===== src/rtl/gprw_pkg.sv =====
package gprw_pkg;

    localparam int GPR_COUNT = 16;
    localparam int GPR_XLEN  = 64;
    localparam int GPR_IDXW  = $clog2(GPR_COUNT);

    // operand size encoding shared by the write port and both read ports
    typedef enum logic [1:0] {
        OPSZ_B = 2'b00,
        OPSZ_W = 2'b01,
        OPSZ_D = 2'b10,
        OPSZ_Q = 2'b11
    } opsz_e;

    // outcome of resolving one operand against the byte-register numbering
    typedef struct packed {
        logic [GPR_IDXW-1:0] phys;      // physical register touched
        logic                hi_lane;   // operand lives in bits 15:8
        logic                legacy_hi; // operand is a legacy high byte
        logic                new_byte;  // operand is a prefix-only low byte
    } opnd_sel_t;

    // first byte number that is remapped by the extension prefix
    localparam int REMAP_BASE = 4;

    function automatic logic is_remap_window(input logic [GPR_IDXW-1:0] idx);
        return (idx >= GPR_IDXW'(REMAP_BASE)) && (idx < GPR_IDXW'(2*REMAP_BASE));
    endfunction

endpackage


===== src/rtl/gprw_opnd_decode.sv =====
module gprw_opnd_decode
    import gprw_pkg::*;
(
    input  logic [GPR_IDXW-1:0] idx,
    input  opsz_e               size,
    input  logic                hi_req,
    input  logic                ext,
    output opnd_sel_t           sel
);
    always_comb begin
        sel           = '0;
        sel.phys      = idx;
        if (size == OPSZ_B) begin
            if (hi_req) begin
                // explicit high byte: bits 15:8 of one of the first four registers
                sel.phys      = {{(GPR_IDXW-2){1'b0}}, idx[1:0]};
                sel.hi_lane   = 1'b1;
                sel.legacy_hi = 1'b1;
            end else if (!ext && is_remap_window(idx)) begin
                // legacy numbering without prefix
                sel.phys      = {{(GPR_IDXW-2){1'b0}}, idx[1:0]};
                sel.hi_lane   = 1'b1;
                sel.legacy_hi = 1'b1;
            end else if (ext && (idx >= GPR_IDXW'(REMAP_BASE))) begin
                sel.new_byte  = 1'b1;
            end
        end
    end
endmodule


===== src/rtl/gprw_merge.sv =====
module gprw_merge
    import gprw_pkg::*;
#(
    parameter int XLEN = GPR_XLEN
) (
    input  logic [XLEN-1:0] old_word,
    input  logic [XLEN-1:0] result,
    input  opsz_e           size,
    input  logic            hi_lane,
    output logic [XLEN-1:0] new_word
);
    localparam int HALF = XLEN / 2;

    always_comb begin
        new_word = old_word;
        unique case (size)
            OPSZ_B: begin
                if (hi_lane) new_word[15:8] = result[7:0];
                else         new_word[7:0]  = result[7:0];
            end
            OPSZ_W: new_word[15:0] = result[15:0];
            OPSZ_D: new_word = {{(XLEN-HALF){1'b0}}, result[HALF-1:0]};
            OPSZ_Q: new_word = result;
            default: new_word = old_word;
        endcase
    end
endmodule


===== src/rtl/gprw_read_align.sv =====
module gprw_read_align
    import gprw_pkg::*;
#(
    parameter int XLEN = GPR_XLEN
) (
    input  logic [XLEN-1:0] word,
    input  opsz_e           size,
    input  logic            hi_lane,
    output logic [XLEN-1:0] operand
);
    localparam int HALF = XLEN / 2;

    always_comb begin
        operand = '0;
        unique case (size)
            OPSZ_B: operand[7:0]      = hi_lane ? word[15:8] : word[7:0];
            OPSZ_W: operand[15:0]     = word[15:0];
            OPSZ_D: operand[HALF-1:0] = word[HALF-1:0];
            OPSZ_Q: operand           = word;
            default: operand          = '0;
        endcase
    end
endmodule


===== src/rtl/gprw_regfile.sv =====
module gprw_regfile
    import gprw_pkg::*;
#(
    parameter int NREGS = GPR_COUNT,
    parameter int XLEN  = GPR_XLEN
) (
    input  logic                  clk,
    input  logic                  rst,
    input  logic                  wr_en,
    input  logic [GPR_IDXW-1:0]   wr_idx,
    input  logic [1:0]            wr_size,
    input  logic                  wr_hi,
    input  logic [XLEN-1:0]       wr_data,
    input  logic                  ext_present,
    input  logic                  rd_a_use,
    input  logic [GPR_IDXW-1:0]   rd_a_idx,
    input  logic [1:0]            rd_a_size,
    input  logic                  rd_a_hi,
    output logic [XLEN-1:0]       rd_a_data,
    input  logic                  rd_b_use,
    input  logic [GPR_IDXW-1:0]   rd_b_idx,
    input  logic [1:0]            rd_b_size,
    input  logic                  rd_b_hi,
    output logic [XLEN-1:0]       rd_b_data,
    output logic                  byte_conflict
);
    localparam int HALF = XLEN / 2;
    localparam int NPORT = 3; // write, read A, read B

    logic [XLEN-1:0] gpr_q [NREGS];
    logic [NREGS*XLEN-1:0] gpr_flat;

    opsz_e     size_v [NPORT];
    opnd_sel_t sel_v  [NPORT];
    logic [GPR_IDXW-1:0] idx_v [NPORT];
    logic      hi_v   [NPORT];
    logic      act_v  [NPORT];

    assign size_v[0] = opsz_e'(wr_size);
    assign size_v[1] = opsz_e'(rd_a_size);
    assign size_v[2] = opsz_e'(rd_b_size);
    assign idx_v[0]  = wr_idx;
    assign idx_v[1]  = rd_a_idx;
    assign idx_v[2]  = rd_b_idx;
    assign hi_v[0]   = wr_hi;
    assign hi_v[1]   = rd_a_hi;
    assign hi_v[2]   = rd_b_hi;
    assign act_v[0]  = wr_en;
    assign act_v[1]  = rd_a_use;
    assign act_v[2]  = rd_b_use;

    // one decoder per operand slot
    for (genvar p = 0; p < NPORT; p++) begin : g_dec
        gprw_opnd_decode u_dec (
            .idx    (idx_v[p]),
            .size   (size_v[p]),
            .hi_req (hi_v[p]),
            .ext    (ext_present),
            .sel    (sel_v[p])
        );
    end

    // conflict: any active legacy high byte together with any active new byte
    logic any_legacy, any_new;
    always_comb begin
        any_legacy = 1'b0;
        any_new    = 1'b0;
        for (int p = 0; p < NPORT; p++) begin
            any_legacy |= act_v[p] & sel_v[p].legacy_hi;
            any_new    |= act_v[p] & sel_v[p].new_byte;
        end
    end
    assign byte_conflict = any_legacy & any_new;

    // write path
    logic                commit;
    logic [GPR_IDXW-1:0] w_phys;
    logic [XLEN-1:0]     target_old, merged;

    assign commit     = wr_en & ~byte_conflict;
    assign w_phys     = sel_v[0].phys;
    assign target_old = gpr_q[w_phys];

    gprw_merge #(.XLEN(XLEN)) u_merge (
        .old_word (target_old),
        .result   (wr_data),
        .size     (size_v[0]),
        .hi_lane  (sel_v[0].hi_lane),
        .new_word (merged)
    );

    for (genvar i = 0; i < NREGS; i++) begin : g_reg
        always_ff @(posedge clk) begin
            if (rst)                                         gpr_q[i] <= '0;
            else if (commit && (w_phys == GPR_IDXW'(i)))     gpr_q[i] <= merged;
        end
        assign gpr_flat[i*XLEN +: XLEN] = gpr_q[i];

        // a register other than the committed destination holds its value
        a_r13_untouched_hold: assert property (@(posedge clk) disable iff (rst)
            !(commit && (w_phys == GPR_IDXW'(i))) |=> $stable(gpr_q[i]));
    end

    // read path
    gprw_read_align #(.XLEN(XLEN)) u_align_a (
        .word    (gpr_q[sel_v[1].phys]),
        .size    (size_v[1]),
        .hi_lane (sel_v[1].hi_lane),
        .operand (rd_a_data)
    );
    gprw_read_align #(.XLEN(XLEN)) u_align_b (
        .word    (gpr_q[sel_v[2].phys]),
        .size    (size_v[2]),
        .hi_lane (sel_v[2].hi_lane),
        .operand (rd_b_data)
    );

    // a committed 32-bit write leaves the upper half zero
    a_r3_upper_zero: assert property (@(posedge clk) disable iff (rst)
        (commit && size_v[0] == OPSZ_D) |=> (gpr_q[$past(w_phys)][XLEN-1:HALF] == '0));

    // a committed 16-bit write keeps bits above 15
    a_r4_word_keeps_upper: assert property (@(posedge clk) disable iff (rst)
        (commit && size_v[0] == OPSZ_W) |=>
        (gpr_q[$past(w_phys)][XLEN-1:16] == $past(target_old[XLEN-1:16])));

    // a committed high-lane byte write keeps the low byte and bits above 15
    a_r6_hilane_keeps_rest: assert property (@(posedge clk) disable iff (rst)
        (commit && size_v[0] == OPSZ_B && sel_v[0].hi_lane) |=>
        (gpr_q[$past(w_phys)][7:0] == $past(target_old[7:0]) &&
         gpr_q[$past(w_phys)][XLEN-1:16] == $past(target_old[XLEN-1:16])));

    // a flagged instruction changes nothing in the file
    a_r12_conflict_no_write: assert property (@(posedge clk) disable iff (rst)
        byte_conflict |=> $stable(gpr_flat));

    // a new byte operand can only arise with the prefix present
    a_r7_new_needs_prefix: assert property (@(posedge clk) disable iff (rst)
        (act_v[0] && sel_v[0].new_byte) |-> ext_present);

endmodule


===== config.mk =====
export PLATFORM = sky130hd
export DESIGN_NAME = gprw_regfile
export DESIGN_NICKNAME = d
export VERILOG_FILES = /design/src/rtl/gprw_pkg.sv /design/src/rtl/gprw_opnd_decode.sv /design/src/rtl/gprw_merge.sv /design/src/rtl/gprw_read_align.sv /design/src/rtl/gprw_regfile.sv
export SDC_FILE = /design/constraint.sdc
export NUM_CORES = 2
export LEC_CHECK = 0
export BUFFER_PORTS_ARGS = -buffer_cell sky130_fd_sc_hd__buf_4
export CAP_MARGIN = 20
export CORE_AREA = 2 2 417 502
export CTS_CLUSTER_DIAMETER = 60
export DETAILED_ROUTE_END_ITERATION = 6
export DIE_AREA = 0 0 419 504
export HOLD_SLACK_MARGIN = 0.15
export SYNTH_ARGS = -nofsm -noshare
export SYNTH_HDL_FRONTEND = slang
export SYNTH_SLANG_ARGS = --single-unit
export TNS_END_PERCENT = 50

===== constraint.sdc =====
create_clock -name clk -period 3.7 [get_ports clk]
set_input_delay 0.555 -clock clk [delete_from_list [all_inputs] [get_ports clk]]
set_output_delay 0.555 -clock clk [all_outputs]
set_load 0.1 [all_outputs]

After elaboration in Yosys (flattened, before gate mapping)
Memories as Yosys holds them, arrays and structs flattened.
Index checks and enable logic that the tools add are counted.
{ "op_classes": {"add_sub_neg": 0, "mul": 0, "div_mod_pow": 0, "order_cmp": 6, "n_eq_ne": 24, "shift": 0, "muxes": 98, "n_bitwise": 29, "n_reduce_logical": 35} }
{ "op_table": {"columns": ["cell", "n"], "rows": [
  ["2-to-1 mux 64 bit", 16],
  ["case mux 48 bit (2 select lines)", 1],
  ["2-to-1 mux 32 bit", 2],
  ["2-to-1 mux 1 bit", 59],
  ["2-to-1 mux 8 bit", 6],
  ["2-to-1 mux 6 bit", 6],
  ["== test 4 bit (second input constant)", 8],
  ["2-to-1 mux 16 bit", 2],
  ["case mux 16 bit (2 select lines)", 1],
  ["case mux 8 bit (2 select lines)", 2],
  ["logical AND 1 bit", 25],
  ["2-to-1 mux 7 bit", 3],
  ["bitwise OR 1 bit", 20],
  ["== test 4 x 3 -> 1 bit (second input constant)", 4],
  ["== test 2 bit (second input constant)", 6],
  ["greater-or-equal comparator 4 x 3 -> 1 bit (second input constant)", 3],
  ["less-than comparator 4 bit (second input constant)", 3],
  ["OR reduction 3 bit", 3],
  ["AND 1 bit", 8],
  ["== test 4 x 2 -> 1 bit (second input constant)", 2],
  ["== test 2 x 1 -> 1 bit (second input constant)", 3],
  ["logical NOT 2 bit", 3],
  ["== test 4 x 1 -> 1 bit (second input constant)", 1],
  ["logical NOT 4 bit", 1],
  ["other kinds (3)", 4]
]} }
{ "word_totals": {"register_bits": 0, "latch_bits": 0, "ram_bits": 1024, "romBits": 0, "input_bits": 91, "output_inout_bits": 129, "elab_cells": 193, "mem_count": 1} }
{ "memory_table": {"columns": ["memory", "depth", "word_bits", "read_ports", "rd_ports_with_merged_regs", "write_ports", "line_no", "rtl"], "rows": [
  ["gpr_q", 16, 64, 3, 0, 16, "gprw_regfile.sv:30", "logic [XLEN-1:0] gpr_q [NREGS];"]
]} }

Depth between registers and ports, before layout
{ "depth": {"depth_word": 17, "depth_mapped": 10, "mapped_depth_nobuf": 5} }

Hierarchy
From an unflattened synthesis, not the netlist that was laid out.
{ "hier_totals": {"cells_unflattened": 4373, "area_unflattened_um2": 60802.1} }
{ "by_module_without_submodules": {"columns": ["module", "n_inst", "cells_each", "area_per_inst_um2", "seq_area_each_um2"], "rows": [
  ["gprw_regfile", 1, 4095, 58708.8, 30749.5],
  ["gprw_read_align", 2, 74, 520.5, 0.0],
  ["gprw_merge", 1, 97, 812.0, 0.0],
  ["gprw_opnd_decode", 3, 11, 80.1, 0.0]
]} }

Worst setup path before layout
OpenSTA, ideal clock, no wires.
{ "synth_timing": {"kind": "input to output", "start": "input rd_b_idx[0]", "end": "output rd_b_data[7]", "arrival_time_ns": 3.810, "required_time_ns": 3.145, "setup_slack_ns": -0.665, "cell_stages": 7, "n_path_buf": 3, "path_cell_list": "clkbuf_1 -> buf_4 -> buf_2 -> mux4_2 -> mux2i_1 -> mux2_2 -> o21ai_0"} }
{ "synth_between": {"elab_chain_len": 9, "word_cells_on_any_way": 10, "classes_between": "2 x order compare; 5 x mux; 2 x reduce/logical; 1 x memory"} }
{ "synth_lines": {"columns": ["item", "line_no", "rtl"], "rows": [
  ["start, declared", "gprw_regfile.sv:21", "input logic [GPR_IDXW-1:0] rd_b_idx,"],
  ["greater-or-equal comparator 4 x 3 -> 1 bit or less-than comparator 4 bit (tied branches)", "gprw_pkg.sv:27", "return (idx >= GPR_IDXW'(REMAP_BASE)) && (idx < GPR_IDXW'(2*REMAP_BASE));"],
  ["logical AND 1 bit", "gprw_pkg.sv:27", null],
  ["logical AND 1 bit", "gprw_opnd_decode.sv:19", "end else if (!ext && is_remap_window(idx)) begin"],
  ["2-to-1 mux 6 bit", "gprw_opnd_decode.sv:19", null],
  ["2-to-1 mux 6 bit", "gprw_opnd_decode.sv:14", "if (hi_req) begin"],
  ["2-to-1 mux 7 bit *", "gprw_opnd_decode.sv:13", "if (size == OPSZ_B) begin"],
  ["memory read (16 x 64 bit)", null, null],
  ["2-to-1 mux 8 bit", "gprw_read_align.sv:16", "OPSZ_B: operand[7:0] = hi_lane ? word[15:8] : word[7:0];"],
  ["case mux 8 bit (2 select lines) *", "gprw_read_align.sv:15", "unique case (size)"],
  ["end, declared", "gprw_regfile.sv:24", "output logic [XLEN-1:0] rd_b_data,"]
]} }
Every way passes the cells marked *; elsewhere a longest branch is shown, timed or not.

Worst setup path in the final report
{ "layout_timing": {"start": "input rd_a_size[1]", "end": "output rd_a_data[49]"} }
{ "layout_between": {"elab_chain_len": 4, "word_cells_on_any_way": 5, "classes_between": "1 x eq/ne; 2 x mux; 1 x reduce/logical; 1 x memory"} }
{ "layout_lines": {"columns": ["item", "line_no", "rtl"], "rows": [
  ["start, declared", "gprw_regfile.sv:17", "input logic [1:0] rd_a_size,"],
  ["logical NOT 2 bit", "gprw_opnd_decode.sv:13", null],
  ["2-to-1 mux 7 bit", "gprw_opnd_decode.sv:13", null],
  ["memory read (16 x 64 bit)", null, null],
  ["2-to-1 mux 32 bit *", "gprw_read_align.sv:15", null],
  ["end, declared", "gprw_regfile.sv:19", "output logic [XLEN-1:0] rd_a_data,"]
]} }
Marked as above.

==> run_results.csv <==
group,metric,value,unit
global_route,grt-ovfl-total,0,
sta,max-slew-margin-rel,23.7,%
pwr,finalPower,31.4,mW
floorplan,core-area,206000,um2
worst_setup_path,worstPathArrival,3.09,ns
floorplan,ios,220,
clock_tree,cts.sinks,1024,
floorplan,dieArea,211000,um2
sta,rsz0062_at_grt,"false",
clock_tree,clock_path_buffers,3,
drt,vias,45700,
synthesis,synth_area_leaders,"edfxtp_1 50%, mux4_2 23%, nor2_1 5.3%, nand2_1 2.6%, mux2i_1 2.2%",
global_route,gr-usage-all-layers,23.1,%
layout,reg_top3,"gpr_q: 1024 flops",
worst_setup_path,rrSetupSlack,1.29,ns
floorplan,dieHeight,504,um
global_route,grt_pass1_vias,46100,
worst_setup_path,slowest_delay,0.41,ns
clock_tree,clk_latency,0.76,ns
global_route,grt_max_degree,86,
hold_path,hold_class,"in -> reg",
synthesis,synth_compound_area_share,7.99,%
layout,finalNonFillerCells,7520,
worst_setup_path,path_class,"in -> out",
drt,drc,1,
pwr,power_density,436,nW/um2
drt,post_drt_wl_per_cell,33.1,um
drt,routed_wirelength,249,mm
synthesis,synth_commonest_cells,"1,024 x edfxtp_1, 866 x nor2_1, 642 x mux4_2",
synthesis,ys_seq_area_share,49.9,%
sta,report.final.slew_viol_count,0,
sta,period_needed,3.65,ns
global_route,grt_pass1_wl,348,mm
clock_tree,cts_hold_buf,0,
clock_tree,cts.clk_slew.worst_paths,0.06,ns
layout,nFillCells,19800,
synthesis,yosys_warnings,0,
layout,area_delta_synth_final,16.7,%
worst_setup_path,slowest_stage,"or2_2",
worst_setup_path,crit_end,"rd_a_data[49]",
worst_setup_path,crit_required,3.14,ns
synthesis,synth-edff-count,1024,
placement,place_inst,7296,
synthesis,synthMuxAreaShare,26.3,%
worst_setup_path,critPathMaxFanout,72,
flow_run,drv_cap,0,
placement,portBuffers,219,
worst_setup_path,rr_endpoint,"gpr_q[0][37]$_SDFFCE_PN0P_",
worst_setup_path,end_kind,"primary output",
pwr,p_leak,25.4,nW
run_status,outcome,"finished, violations left",
worst_setup_path,start_kind,"primary input",
drt,routed-wl-met2,115,mm
synthesis,syn-num-nets,4592,
clock_tree,root_buffer,"clkbuf_16",
global_route,grt_antenna_before_repair,16,
synthesis,synth_ff_type,"edfxtp_1",
sta,finalClockSkew,0.0316,ns
synthesis,synth.most_common_cell,"edfxtp_1",
synthesis,ys_types,61,
drt,ant_nets,0,
worst_setup_path,rr_startpoint,"gpr_q[15][37]$_SDFFCE_PN0P_",
drt,drtIter0Drc,6493,
layout,drive_above_1_share,34.8,%
floorplan,initial_core_util,29.9,%
drt,drtPass1Iterations,7,
clock_tree,post_cts_buffers,0,
placement,gp_congestion,0.852,
floorplan,die_x,419,um
floorplan,row_count,183,
synthesis,syn_inst,4501,
sta,worstMarginPinSlew,1.14,ns
worst_setup_path,startpoint,"rd_a_size[1]",
synthesis,synthAdderAreaFrac,0,%
worst_setup_path,crit_chain,"buf_4, or2_2, o21a_4, buf_12, buf_12, mux4_2, nor2b_1, o311a_1, buf_4",
synthesis,async_flop_share,0,%
layout,largest-register,"gpr_q",
run_status,violations,"DRC",
clock_tree,cts_buffers,119,
synthesis,yosys.area_share.xor_xnor,0,%
layout,nets,4733,
synthesis,ys_ff_latch,1024,
placement,dp_hpwl,148,mm
synthesis,yosysTopAreaCellShare,49.9,%
sta,setup_viol,0,
synthesis,yosysTopAreaCell,"edfxtp_1",
clock_tree,htreeDepth,3,
clock_tree,cts.repair.resized,0,
synthesis,syn_area,61600,um2
worst_setup_path,reg2reg_depth,4,
synthesis,synth_top_family_by_area,"multiplexers",
sta,finalCritPeriodShare,98.5,%
synthesis,yosys.area_share.simple,11.7,%
sta,fmax,274,MHz
drt,vias_per_cell,6.08,
drt,wl_met1,87.7,mm
drt,highest_layer,"met5",
synthesis,synth_area_per_cell,13.7,um2
clock_tree,cts_tree,"done",
pwr,max-vdd-ir-drop,0.000368,V
drt,met3_length,31.1,mm
sta,hold_viol,0,
layout,largest_reg_flops,1024,
==> layer usage <==
layer	global-route usage, %	vias up
met4	12.1	14
met3	6.17	827
met5	0	-
li1	-	17800
met1	29.1	23400
met2	36.3	3629
==> cell type report <==
class | count | area, um2 | share of cell area [%]
Antenna cell | 11 | 27.5 | 0.0383
Clock buffer | 138 | 3110 | 4.33
Sequential cell | 1024 | 30700 | 42.8
Tap cell | 2775 | 3470 | 4.83
Inverter | 7 | 26.3 | 0.0366
Timing Repair Buffer | 495 | 5220 | 7.26
Multi-Input combinational cell | 2995 | 28600 | 39.9
Clock inverter | 75 | 623 | 0.867
==> per-stage QoR <==
step / setup TNS [ns] / worst slack [ns] / utilization (%) / hold slack (ns) / cell area [um2]
5_1_grt: 0 / 0.0954 / 34.8 / 0.230 / 71900
4_1_cts: 0 / 0.150 / 34.8 / 0.186 / 71800
2_1_floorplan: -2.13 / -0.413 / - / 0.904 / 61600
6_report: 0 / 0.0539 / 34.8 / 0.235 / 71900
3_5_place_dp: 0 / 0.151 / 33.0 / 0.883 / 68100
3_3_place_gp: 0 / 0.135 / 33.0 / 0.865 / 68100
==> power by group <==
part	internal, mW	switching (mW)
registers	13.3	0.344
clock network	6.54	5.05
logic	2.12	4.04
==> worst min-delay path by stage <==
stage | from | to | cells after the start
after global routing | wr_data[3] | gpr_q[3][3]$_SDFFCE_PN0P_ | 3
after floorplan | gpr_q[2][4]$_SDFFCE_PN0P_ | gpr_q[1][4]$_SDFFCE_PN0P_ | 3
after CTS | wr_data[3] | gpr_q[3][3]$_SDFFCE_PN0P_ | 3
after global placement | gpr_q[0][3]$_SDFFCE_PN0P_ | gpr_q[3][3]$_SDFFCE_PN0P_ | 3
after detailed placement | gpr_q[1][3]$_SDFFCE_PN0P_ | gpr_q[3][3]$_SDFFCE_PN0P_ | 3
final | wr_data[3] | gpr_q[3][3]$_SDFFCE_PN0P_ | 3
==> placed cells by master (no fill, tap or decap), types with 47 or more instances in the layout <==
| cell | instances |
|---|---|
| edfxtp_1 | 1024 |
| nor2_1 | 866 |
| mux4_2 | 642 |
| nand2_1 | 417 |
| buf_4 | 372 |
| nor2_2 | 182 |
| mux2i_1 | 137 |
| clkbuf_16 | 122 |
| buf_12 | 116 |
| nand3_1 | 113 |
| a22o_1 | 96 |
| o22ai_1 | 64 |
| o22a_1 | 48 |
| o31ai_4 | 48 |
| a31oi_1 | 47 |
| o2111a_1 | 47 |
==> cell families (layout without fill, tap and decap cells) <==
logic type,after synthesis,after routing
compound gates,509,509
simple gates,1675,1675
other cells,0,11
mux,811,811
flops,1024,1024
buf+inv,482,715
==> worst max-delay path, delay by kind of cell <==
family | cells | cell delay [ns]
and+or+nand+nor | 2 | 0.55
AOI/OAI and AO/OA | 2 | 0.70
muxes | 1 | 0.37
buffers and inverters | 4 | 0.76
No activity file was read; power rests on OpenSTA's default activity.
